--- config.mk ---
export PLATFORM = sky130hd
export DESIGN_NAME = i2c_dbuf_ctrl
export DESIGN_NICKNAME = d
export VERILOG_FILES = /design/src/rtl/i2c_dbuf_pkg.sv /design/src/rtl/i2c_dbuf_arm.sv /design/src/rtl/i2c_dbuf_store.sv /design/src/rtl/i2c_dbuf_fsm.sv /design/src/rtl/i2c_dbuf_ctrl.sv
export SDC_FILE = /design/constraint.sdc
export NUM_CORES = 1
export LEC_CHECK = 0
export ABC_AREA = 1
export BUFFER_PORTS_ARGS = -buffer_cell sky130_fd_sc_hd__buf_2
export CAP_MARGIN = 20
export CORE_UTILIZATION = 35
export DETAILED_ROUTE_END_ITERATION = 6
export GPL_TIMING_DRIVEN = 0
export SLEW_MARGIN = 30
export SYNTH_ARGS = -nofsm -noshare
export SYNTH_HDL_FRONTEND = slang
export SYNTH_HIERARCHICAL = 1
export SYNTH_SLANG_ARGS = --single-unit
--- constraint.sdc ---
create_clock -name clk -period 4.93 [get_ports clk]
set_input_delay 0 -clock clk [delete_from_list [all_inputs] [get_ports clk]]
set_output_delay 0 -clock clk [all_outputs]
set_load 0.01 [all_outputs]
--- src/rtl/i2c_dbuf_pkg.sv ---
package i2c_dbuf_pkg;
    typedef enum logic [2:0] {
        ST_IDLE,
        ST_TX_START,
        ST_TX_EMPTY,
        ST_TX_FULL,
        ST_TX_STALL,
        ST_RX_EMPTY,
        ST_RX_FULL,
        ST_RX_STALL
    } dbuf_state_e;
endpackage

--- src/rtl/i2c_dbuf_arm.sv ---
// Tracks whether a status-1 read has occurred since the last buffer access.
module i2c_dbuf_arm (
    input  logic clk,
    input  logic rst_n,
    input  logic enable,
    input  logic sr1_rd,
    input  logic dr_access,
    output logic armed
);
    always_ff @(posedge clk or negedge rst_n) begin
        if (!rst_n)          armed <= 1'b0;
        else if (!enable)    armed <= 1'b0;
        else if (sr1_rd)     armed <= 1'b1;
        else if (dr_access)  armed <= 1'b0;
    end
endmodule

--- src/rtl/i2c_dbuf_store.sv ---
// The one-byte holding register, loaded from the host or from the shifter.
module i2c_dbuf_store #(
    parameter int DW = 8
) (
    input  logic          clk,
    input  logic          rst_n,
    input  logic          enable,
    input  logic          cap_host,
    input  logic          cap_rx,
    input  logic [DW-1:0] wdata,
    input  logic [DW-1:0] rx_byte,
    output logic [DW-1:0] data_q
);
    always_ff @(posedge clk or negedge rst_n) begin
        if (!rst_n)        data_q <= '0;
        else if (!enable)  data_q <= '0;
        else if (cap_host) data_q <= wdata;
        else if (cap_rx)   data_q <= rx_byte;
    end
endmodule

--- src/rtl/i2c_dbuf_fsm.sv ---
module i2c_dbuf_fsm
    import i2c_dbuf_pkg::*;
(
    input  logic clk,
    input  logic rst_n,
    input  logic enable,
    input  logic no_stretch,
    input  logic addr_done,
    input  logic dir_tx,
    input  logic ev_start,
    input  logic ev_stop,
    input  logic ev_arlo,
    input  logic ev_ack,
    input  logic ev_nack,
    input  logic host_wr,
    input  logic host_rd,
    input  logic armed,
    output logic cap_host,
    output logic cap_rx,
    output logic tx_load,
    output logic txe,
    output logic rxne,
    output logic btf,
    output logic stretch,
    output logic ovr
);
    dbuf_state_e state_q, state_d;
    logic        load_q, load_d;
    logic        ovr_q, ovr_d;

    // State register
    always_ff @(posedge clk or negedge rst_n) begin
        if (!rst_n) begin
            state_q <= ST_IDLE;
            load_q  <= 1'b0;
            ovr_q   <= 1'b0;
        end else begin
            state_q <= state_d;
            load_q  <= load_d;
            ovr_q   <= ovr_d;
        end
    end

    // Next state: enable, then start/stop, then arbitration loss, then per state
    always_comb begin
        state_d  = state_q;
        load_d   = 1'b0;
        ovr_d    = ovr_q;
        cap_host = 1'b0;
        cap_rx   = 1'b0;
        if (!enable) begin
            state_d = ST_IDLE;
            ovr_d   = 1'b0;
        end else if (ev_start || ev_stop || ev_arlo) begin
            state_d = ST_IDLE;
        end else begin
            unique case (state_q)
                ST_IDLE: begin
                    if (addr_done) state_d = dir_tx ? ST_TX_START : ST_RX_EMPTY;
                end
                ST_TX_START: begin
                    if (ev_nack) state_d = ST_IDLE;
                    else if (host_wr) begin
                        cap_host = 1'b1;
                        load_d   = 1'b1;
                        state_d  = ST_TX_EMPTY;
                    end
                end
                ST_TX_EMPTY: begin
                    if (ev_nack) state_d = ST_IDLE;
                    else if (ev_ack) begin
                        if (no_stretch) begin
                            ovr_d  = 1'b1;
                            load_d = 1'b1;   // resend previous byte
                        end else begin
                            state_d = ST_TX_STALL;
                        end
                    end else if (host_wr) begin
                        cap_host = 1'b1;
                        state_d  = ST_TX_FULL;
                    end
                end
                ST_TX_FULL: begin
                    if (ev_nack) state_d = ST_IDLE;
                    else if (ev_ack) begin
                        load_d  = 1'b1;
                        state_d = ST_TX_EMPTY;
                    end else if (host_wr) begin
                        cap_host = 1'b1;     // no collision detection
                    end
                end
                ST_TX_STALL: begin
                    if (ev_nack) state_d = ST_IDLE;
                    else if (host_wr && armed) begin
                        cap_host = 1'b1;
                        load_d   = 1'b1;
                        state_d  = ST_TX_EMPTY;
                    end
                end
                ST_RX_EMPTY: begin
                    if (ev_ack) begin
                        cap_rx  = 1'b1;
                        state_d = ST_RX_FULL;
                    end
                end
                ST_RX_FULL: begin
                    if (ev_ack) begin
                        if (no_stretch) ovr_d = 1'b1;
                        else            state_d = ST_RX_STALL;
                    end else if (host_rd) begin
                        state_d = ST_RX_EMPTY;
                    end
                end
                ST_RX_STALL: begin
                    if (host_rd && armed) begin
                        cap_rx  = 1'b1;
                        state_d = ST_RX_FULL;
                    end
                end
                default: state_d = ST_IDLE;
            endcase
        end
    end

    // Outputs
    always_comb begin
        txe     = (state_q == ST_TX_START) || (state_q == ST_TX_EMPTY) ||
                  (state_q == ST_TX_STALL);
        rxne    = (state_q == ST_RX_FULL) || (state_q == ST_RX_STALL);
        btf     = (state_q == ST_TX_STALL) || (state_q == ST_RX_STALL);
        stretch = btf;
        tx_load = load_q;
        ovr     = ovr_q;
    end
endmodule

--- src/rtl/i2c_dbuf_ctrl.sv ---
module i2c_dbuf_ctrl #(
    parameter int DW = 8
) (
    input  logic          clk,
    input  logic          rst_n,
    input  logic          enable,
    input  logic          no_stretch,
    input  logic          addr_done,
    input  logic          dir_tx,
    input  logic          ev_start,
    input  logic          ev_stop,
    input  logic          ev_arlo,
    input  logic          ev_ack,
    input  logic          ev_nack,
    input  logic [DW-1:0] rx_byte,
    input  logic          host_wr,
    input  logic          host_rd,
    input  logic [DW-1:0] host_wdata,
    input  logic          sr1_rd,
    output logic [DW-1:0] buf_data,
    output logic          tx_load,
    output logic          txe,
    output logic          rxne,
    output logic          btf,
    output logic          stretch,
    output logic          ovr
);
    logic armed;
    logic cap_host;
    logic cap_rx;

    i2c_dbuf_arm u_arm (
        .clk       (clk),
        .rst_n     (rst_n),
        .enable    (enable),
        .sr1_rd    (sr1_rd),
        .dr_access (host_wr | host_rd),
        .armed     (armed)
    );

    i2c_dbuf_fsm u_fsm (
        .clk        (clk),
        .rst_n      (rst_n),
        .enable     (enable),
        .no_stretch (no_stretch),
        .addr_done  (addr_done),
        .dir_tx     (dir_tx),
        .ev_start   (ev_start),
        .ev_stop    (ev_stop),
        .ev_arlo    (ev_arlo),
        .ev_ack     (ev_ack),
        .ev_nack    (ev_nack),
        .host_wr    (host_wr),
        .host_rd    (host_rd),
        .armed      (armed),
        .cap_host   (cap_host),
        .cap_rx     (cap_rx),
        .tx_load    (tx_load),
        .txe        (txe),
        .rxne       (rxne),
        .btf        (btf),
        .stretch    (stretch),
        .ovr        (ovr)
    );

    i2c_dbuf_store #(.DW(DW)) u_store (
        .clk      (clk),
        .rst_n    (rst_n),
        .enable   (enable),
        .cap_host (cap_host),
        .cap_rx   (cap_rx),
        .wdata    (host_wdata),
        .rx_byte  (rx_byte),
        .data_q   (buf_data)
    );
endmodule

==> reports/results.tsv, run 1 <==
metric	value	unit
Synth Cell Area	1210	um2
CTS root buf	clkbuf_4	
final slew viol count	0	
leakage	0.982	nW
setup TNS	0	ns
power per cell area	152	nW/um2
Power Total	243	uW
worst setup path category	flip-flop to flip-flop	
port bufs	43	
Final period util	50.4	%
CP Max Fanout	10	
DR iter-0 viols	65	
GRT overflow	0	
Hold Path Class	input pin to flip-flop	
CTS Sinks	14	
register area	350	um2
Clk pwr share	33.5	%
gpl congestion	0.913	
Seq/Total Area, Yosys	29.0	%
Worst path max stage delay	0.55	ns
final setup vio count	0	
CTS resizes	0	
critical path arrival	2.66	ns
largest net degree at the start of global routing	15	
vias in the first global route	1209	
Non-Filler Instances	299	
Layout Area Growth over Synthesis	32.9	%
# rows	20	
endpoint class of the critical path	flip-flop	
unrepaired setup endpoints after global routing	false	
Psw	61.3	uW
Gate power share	18.5	%
core footprint	3150	um2
Longest Clk Path Bufs	2	
Die Y	60.7	um
worst hold margin	0.00792	ns
CP startpoint kind	flip-flop	
Die W	60.7	um
CP Cell Sequence	buf_6 > nor2_1 > nand2_1 > o21ai_0 > nand2_1 > nand2_1 > nand3_1 > inv_1 > buf_6 > inv_6 > buf_6 > nand2_2 > nand2_1 > dlygate4sd3_1 > nand2_1 > nand2_1	
H-tree levels	1	
Slew @ Worst Pin	0.333	ns
final net count	286	
num ports	44	
DR DRC count	0	
placed insts	286	
Final HPWL DP	2490	um
sequential fraction of design power	48.0	%
Via-to-Cell Ratio	4.64	
first-pass GRT wire length	5260	um
most used cell along the critical path	nand2_1	
yosys warns	6	
Net Sw Frac	25.2	%
WL final	3170	um
fin util	50.8	%
Seq cells post-synth	14	
Final ANT Viol Nets	0	
initial antenna violation count	0	
via count	1387	
GRT Util Overall	19.4	%
Peak supply drop	0.000156	V
footprint of the multi-input gates	673	um2
Power Internal	182	uW
fraction of layout cells with a size suffix above 1	26.7	%
TritonRoute pass-1 iters	4	
WP data required	5.11	ns
diode count	0	
Post-Synthesis Cells	199	
Syn Area/Cell	6.06	um2
normalized max-slew margin	77.7	%
max cap viols	0	
crit path time final	2.48	ns
status	finished clean	
FMAX	403	MHz
Wirelength per Cell	10.6	um
syn_nets	229	
final setup skew	0.00495	ns
DIE AREA	3690	um2
worst skew pair latency	0.28	ns
critical path's slowest cell	dlygate4sd3_1	
CTS tree	built	
total CTS buffers	3	
final hold vios	0	
Initial Util	38.3	%
number of distinct library cells after synthesis	23	
Layout fillers	361	
CTS clk-pin slew, worst paths	0.08	ns
## final timing paths
check,start,end,slack (ns),depth (start not counted)
worst min register to register,u_fsm/ovr,u_fsm/ovr,0.52,2
worst max register to register,u_fsm/state_q[1],u_store/data_q[5],2.45,16
worst min-delay path,rx_byte[3],u_store/data_q[3],0.008,5
worst max-delay path,u_fsm/state_q[1],u_store/data_q[5],2.45,16
min in group asynchronous,rst_n,u_fsm/state_q[2],0.13,2
max in group asynchronous,rst_n,u_arm/armed,4.55,2
## per-stage QoR
step | area (um2) | worst slack [ns]
4_1_cts | 1600 | 2.46
2_1_floorplan | 1210 | 3.24
6_report | 1600 | 2.45
3_5_place_dp | 1480 | 3.01
3_3_place_gp | 1480 | 3.04
5_1_grt | 1600 | 2.25
## cells by family after synthesis
group	share of synthesized area (%)
compound gates	7.78
buf+inv	15.1
flops	29.0
simple gates	48.0
## cells in the mapped netlist (all sizes together)
| library cell | number | area (um2) |
|---|---|---|
| a21oi | 6 | 33.8 |
| a32oi | 1 | 8.76 |
| buf | 7 | 68.8 |
| dfrtp | 14 | 350 |
| inv | 27 | 114 |
| nand2 | 85 | 332 |
| nand3 | 15 | 80.1 |
| nand4 | 10 | 62.6 |
| nor2 | 26 | 105 |
| o211ai | 3 | 22.5 |
| o21a | 1 | 8.76 |
| o21ai | 4 | 20.0 |
## area by class of cell
class	count	share of cell area, %
Tap cell	44	3.43
Timing Repair Buffer	52	19.0
Sequential cell	14	21.9
Multi-Input combinational cell	151	42.0
Clock buffer	4	2.26
Buffer	7	4.29
Inverter	27	7.10
## flip-flops by register name, indices dropped and copies added (netlist names)
name,cells
u_fsm/tx_load,1
u_store/data_q,8
u_fsm/ovr,1
u_arm/armed,1
u_fsm/state_q,3
## worst max-delay path, delay by kind of cell, from the launching register on
kind | cells | cell delay, ns
buffers and inverters | 6 | 1.11
and+or+nand+nor | 9 | 0.74
DFF | 1 | 0.38
AOI/OAI and AO/OA | 1 | 0.16
## power groups by stage
stage,Sequential [mW],Clock (mW),Combinational [mW]
after floorplan,0.119,0,0.0193
after global placement,0.119,0,0.0395
after detailed placement,0.119,0,0.0396
after CTS,0.117,0.0853,0.0451
after global routing,0.117,0.0911,0.0509
final,0.117,0.0814,0.0449
## per-layer routing
metal	track usage (%)	wire (um)	vias to the layer above
met5	0	0	-
met4	5.19	41	0
met3	4.48	205	6
met2	30.9	1450	46
met1	26.6	1480	599
li1	-	-	736
## what timing repair did
| action | 4_1_cts | 5_1_grt |
|---|---|---|
| endpoints found under the hold margin | 19 | 0 |
| setup buffers | 0 | 0 |
| hold buffers | 9 | 0 |
## cells in the final DEF (no fill, tap or decap), drive strengths merged, types with 3 or more instances in the layout
cell,instances
a21oi,6
buf,50
clkbuf,4
dfrtp,14
dlygate4sd3,9
inv,27
nand2,85
nand3,15
nand4,10
nor2,26
o211ai,3
o21ai,4
Power figures use the tool's default switching activity.
==> run 2: changes to the inputs <==
Settings changed: ABC_AREA 1 to 0.
Clock period 4.93 ns to 2.2 ns, I/O delays scaled along.
==> reports/results.tsv, run 2 <==
metric	value	unit
status	finished clean	
max cap viols	0	
via count	1017	
FMAX	490	MHz
H-tree levels	1	
biggest regs	u_store/data_q x8, u_fsm/state_q x3	
total CTS buffers	3	
reg-to-reg slack, setup	0.16	ns
Seq/Total Area, Yosys	31.6	%
worst skew pair latency	0.28	ns
first-pass GRT wire length	4480	um
Reg2Reg Capture Point	u_store/data_q[6]	
final slew viol count	0	
worst setup path category	flip-flop to flip-flop	
DR DRC count	0	
gpl congestion	0.835	
Synth Cell Area	1110	um2
Power Total	538	uW
Wirelength per Cell	13.0	um
most frequent cells in the layout	43 x buf_2, 14 x dfrtp_1, 8 x mux2_4, 8 x or2b_1, 8 x o211a_1	
Initial Util	36.7	%
TritonRoute pass-1 iters	4	
normalized max-slew margin	74.5	%
simple-gate portion of the synthesized area	23.9	%
cell with the most instances after synthesis	dfrtp_1	
CP Max Fanout	10	
DR iter-0 viols	38	
Synth Flop Type	dfrtp_1	
DIE AREA	3400	um2
Final ANT Viol Nets	0	
number of distinct library cells after synthesis	42	
adder-cell share of the synthesized area	0	%
reg2reg start	u_fsm/state_q[0]	
Via-to-Cell Ratio	4.87	
Slew @ Worst Pin	0.382	ns
mux contribution to synthesized area	12.6	%
Largest Register	u_store/data_q	
final hold vios	0	
Die W	58.3	um
WP data required	2.37	ns
fin util	48.3	%
syn_nets	146	
Syn Area/Cell	9.57	um2
Non-Filler Instances	209	
initial antenna violation count	0	
Seq cells post-synth	14	
# rows	20	
leakage	0.786	nW
Worst Hold Depth	3	
Die Y	58.3	um
CTS root buf	clkbuf_4	
area leader, netlist	dfrtp_1	
Peak supply drop	0.000117	V
post-synth top area share	31.6	%
largest net degree at the start of global routing	15	
power per cell area	368	nW/um2
fraction of layout cells with a size suffix above 1	40.0	%
Hold Path Class	input pin to flip-flop	
Placement Setup Slack	-0.0806	ns
vias in the first global route	1001	
num ports	44	
critical path arrival	2.21	ns
final net count	196	
Final period util	92.8	%
WL final	2720	um
placed insts	203	
endpoint class of the critical path	flip-flop	
Post-Synthesis Cells	116	
Worst Hold End	u_store/data_q[3]	
Longest Clk Path Bufs	2	
CTS tree	built	
CTS clk-pin slew, worst paths	0.10	ns
largest cells by area after synthesis	dfrtp_1 32%, mux2_4 11%, o211a_1 7.2%, or2b_1 5.4%, nand2b_1 3.9%	
commonest non-fill, non-tap cell in the layout	buf_2	
core footprint	3030	um2
port bufs	43	
hold_sp	host_wdata[3]	
Final HPWL DP	2070	um
final setup skew	0.00963	ns
Layout Area Growth over Synthesis	31.9	%
Post-synth EDFFs	0	
complex-gate fraction of the synthesized area	23.4	%
XOR/XNOR share of the synthesized area	1.58	%
worst setup margin	0.158	ns
Post-synth top cells	14 x dfrtp_1, 8 x mux2_4, 8 x o211a_1, 8 x or2b_1, 7 x nand2b_1	
async set-reset flop share out of synthesis	100	%
R2R cell count	8	
CP startpoint kind	flip-flop	
GRT Util Overall	17.4	%
unrepaired setup endpoints after global routing	false	
GRT overflow	0	
Largest register FFs	8	
crit path time final	2.04	ns
final setup vio count	0	
main combinational cell family by area after synthesis	simple AND/OR/NAND/NOR gates	
yosys warns	6	
diode count	0	
CTS Sinks	14	
==> run 2: changes by cell type after synthesis, moves of 3 or more <==
cell	previous run	this run
clkbuf_1	0	3
inv_1	22	4
inv_2	3	0
mux2_4	0	8
nand2_1	82	6
nand2b_1	0	7
nand3_1	14	2
nand4_1	10	1
nor2_1	23	5
nor2_2	3	0
nor3_1	0	3
o211a_1	0	8
or2b_1	0	8
==> run 2: kinds of logic (layout without fill, tap and decap cells) <==
logic type,after synthesis,in the layout
xor gates and xnor gates,2,2
DFF,14,14
and+or+nand+nor,44,44
muxes,10,10
buffers and inverters,13,62
AOI/OAI and AO/OA,33,33
==> run 2: repair_timing <==
action	4_1_cts	5_1_grt
gates cloned	0	0
setup buffers	0	0
endpoints found under the hold margin	16	0
setup endpoints to repair	2	8
hold buffers	4	0
gates resized for setup	1	4
==> run 2: area by class of cell <==
class | count | area, um2
timing repair buffer | 47 | 255
buffer | 7 | 57.6
inverter | 4 | 15.0
sequential | 14 | 350
tap | 44 | 55.1
multi-input combinational | 89 | 694
fill | 277 | 1560
clock buffer | 4 | 36.3
==> run 2: through the flow <==
stage | TNS, ns | instance area, um2 | hold slack (ns)
finish | 0 | 1460 | 0.0343
global route | 0 | 1460 | 0.0252
global placement | -0.0647 | 1380 | -0.0776
floorplan | 0 | 1110 | -0.296
CTS | 0 | 1460 | 0.0291
detailed placement | -0.155 | 1380 | -0.0701
==> run 2: how the worst max path moves through the flow <==
stage                              endpoint  slack, ns        startpoint  depth (start not counted)
final                     u_store/data_q[6]       0.16  u_fsm/state_q[0]                          8
after global routing      u_store/data_q[6]       0.01  u_fsm/state_q[0]                          8
after CTS                 u_store/data_q[6]       0.02  u_fsm/state_q[2]                          9
after detailed placement  u_store/data_q[6]      -0.08  u_fsm/state_q[2]                          7
after global placement    u_store/data_q[5]      -0.03  u_fsm/state_q[2]                          7
after floorplan           u_store/data_q[5]       0.24  u_fsm/state_q[2]                          7
==> run 2: worst max-delay path, stage by stage (launching register included) <==
cell	delay, ns
dfrtp_1	0.47
clkbuf_2	0.22
nand3b_1	0.20
o21ai_0	0.09
nand2_1	0.13
a21oi_4	0.21
clkbuf_4	0.24
or2b_1	0.24
o211a_1	0.12
==> run 2: report_power, final <==
part           internal [mW]  switching, mW  total [mW]  leakage [nW]
logic                 0.0425         0.0414      0.0839         0.571
registers              0.259        0.00290       0.262         0.194
clock network          0.101         0.0919       0.193        0.0210
==> run 2: per-layer routing <==
layer,vias up,track usage [%],routed length (um)
li1,515,-,-
met1,467,21.9,1220
met2,33,27.8,1320
met3,2,4.62,154
met4,0,8.16,28
met5,-,0,0
==> run 3: changes to the inputs <==
Settings changed: ABC_AREA 0 to 1.
==> reports/results.tsv, run 3 (synthesis gave the netlist of run 1 again) <==
metric	value	unit
Largest register FFs	8	
Layout Area Growth over Synthesis	32.9	%
Largest Register	u_store/data_q	
reg-to-reg slack, setup	0.27	ns
num ports	44	
biggest regs	u_store/data_q x8, u_fsm/state_q x3	
WL final	3190	um
CTS clk-pin slew, worst paths	0.09	ns
Hold Path Class	input pin to flip-flop	
initial antenna violation count	0	
diode count	0	
GRT Util Overall	19.5	%
gpl congestion	0.913	
status	finished clean	
fraction of layout cells with a size suffix above 1	26.7	%
final slew viol count	0	
worst setup path category	flip-flop to flip-flop	
via count	1384	
Via-to-Cell Ratio	4.63	
hold buffer count at CTS	9	
total CTS buffers	3	
DIE AREA	3690	um2
first-pass GRT wire length	5280	um
leakage	0.982	nW
R2R cell count	15	
CTS Sinks	14	
Placement Setup Slack	0.283	ns
placed insts	286	
FMAX	518	MHz
final net count	286	
CTS tree	built	
Die W	60.7	um
Layout fillers	361	
Wirelength per Cell	10.7	um
crit path to	u_store/data_q[6]	
Power Internal	407	uW
Clk pwr share	33.8	%
DR iter-0 viols	72	
core footprint	3150	um2
WP data required	2.38	ns
post-CTS setup buffers	0	
normalized max-slew margin	77.8	%
fin util	50.8	%
Initial Util	38.3	%
Non-Filler Instances	299	
Net Sw Frac	25.6	%
H-tree levels	1	
Die Y	60.7	um
sequential fraction of design power	47.7	%
# rows	20	
final setup vio count	0	
Longest Clk Path Bufs	2	
commonest non-fill, non-tap cell in the layout	nand2_1	
CP startpoint kind	flip-flop	
DR DRC count	0	
max cap viols	0	
Psw	140	uW
Peak supply drop	0.000347	V
Worst Setup SP	u_fsm/state_q[1]	
port bufs	43	
worst setup margin	0.271	ns
Reg2Reg Capture Point	u_store/data_q[6]	
Final ANT Viol Nets	0	
largest net degree at the start of global routing	15	
vias in the first global route	1206	
CTS root buf	clkbuf_4	
power per cell area	341	nW/um2
CP Max Fanout	10	
Final period util	87.7	%
Gate power share	18.4	%
setup TNS	0	ns
CTS resizes	0	
crit path time final	1.93	ns
reg2reg start	u_fsm/state_q[1]	
GRT overflow	0	
final setup skew	0.00862	ns
final hold vios	0	
unrepaired setup endpoints after global routing	false	
Slew @ Worst Pin	0.331	ns
worst skew pair latency	0.28	ns
endpoint class of the critical path	flip-flop	
critical path arrival	2.11	ns
Final HPWL DP	2490	um
TritonRoute pass-1 iters	4	
most frequent cells in the layout	82 x nand2_1, 44 x buf_2, 23 x nor2_1, 22 x inv_1	
[run 3: cell count changes in the layout (fill, tap and decap cells not counted), sizes merged, moves of 8 or more]
cell   previous run  this run
or2b              8         0
mux2              8         0
inv               4        27
nand4             1        10
nand3             2        15
nor2              5        26
nand2             6        85
o211a             8         0
[run 3: metrics by stage]
step,cell area (um2),hold WS [ns],total power [mW]
after floorplan,1210,-0.296,0.309
after global placement,1480,-0.0904,0.355
after detailed placement,1480,-0.0841,0.355
after CTS,1600,0.00175,0.553
after global routing,1600,0.0192,0.580
final,1600,0.00771,0.547
[run 3: how the worst min path moves through the flow]
stage / from / to / slack [ns] / cells past startpoint
floorplan: rst_n / u_arm/armed / -0.30 / 0
global placement: rst_n / u_fsm/state_q[2] / -0.09 / 1
detailed placement: rst_n / u_fsm/state_q[2] / -0.08 / 1
CTS: rx_byte[3] / u_store/data_q[3] / 0.002 / 5
global route: enable / u_fsm/tx_load / 0.02 / 3
finish: rx_byte[3] / u_store/data_q[3] / 0.008 / 5
[run 3: power by group through the flow]
stage	clock network (mW)	registers, mW	logic (mW)
2_1_floorplan	0	0.266	0.0433
4_1_cts	0.191	0.261	0.101
6_report	0.185	0.261	0.101
5_1_grt	0.204	0.262	0.114
3_3_place_gp	0	0.266	0.0885
3_5_place_dp	0	0.266	0.0887
[run 3: critical path: stages, from the launching register on]
cell	delay, ns
dfrtp_1	0.38
buf_6	0.14
nor2_1	0.17
nand2_1	0.13
o21ai_0	0.16
nand2_1	0.09
nand2_1	0.08
nand3_1	0.07
inv_1	0.07
buf_6	0.15
inv_6	0.06
buf_6	0.14
nand2_2	0.05
nand2_1	0.04
nand2_1	0.06
nand2_1	0.04
[run 3: layer usage]
| layer | global-route usage [%] | vias to the layer above | wire length, um |
|---|---|---|---|
| li1 | - | 736 | - |
| met1 | 26.6 | 599 | 1480 |
| met2 | 31.2 | 43 | 1460 |
| met3 | 4.48 | 6 | 208 |
| met4 | 5.19 | 0 | 41 |
| met5 | 0 | - | 0 |
[run 3: layout make-up]
cell class / instances / area [um2] / area share [%]
inverter: 27 / 114 / 7.10
tap: 44 / 55.1 / 3.43
timing repair buffer: 52 / 305 / 19.0
sequential: 14 / 350 / 21.9
multi-input combinational: 151 / 673 / 42.0
clock buffer: 4 / 36.3 / 2.26
buffer: 7 / 68.8 / 4.29
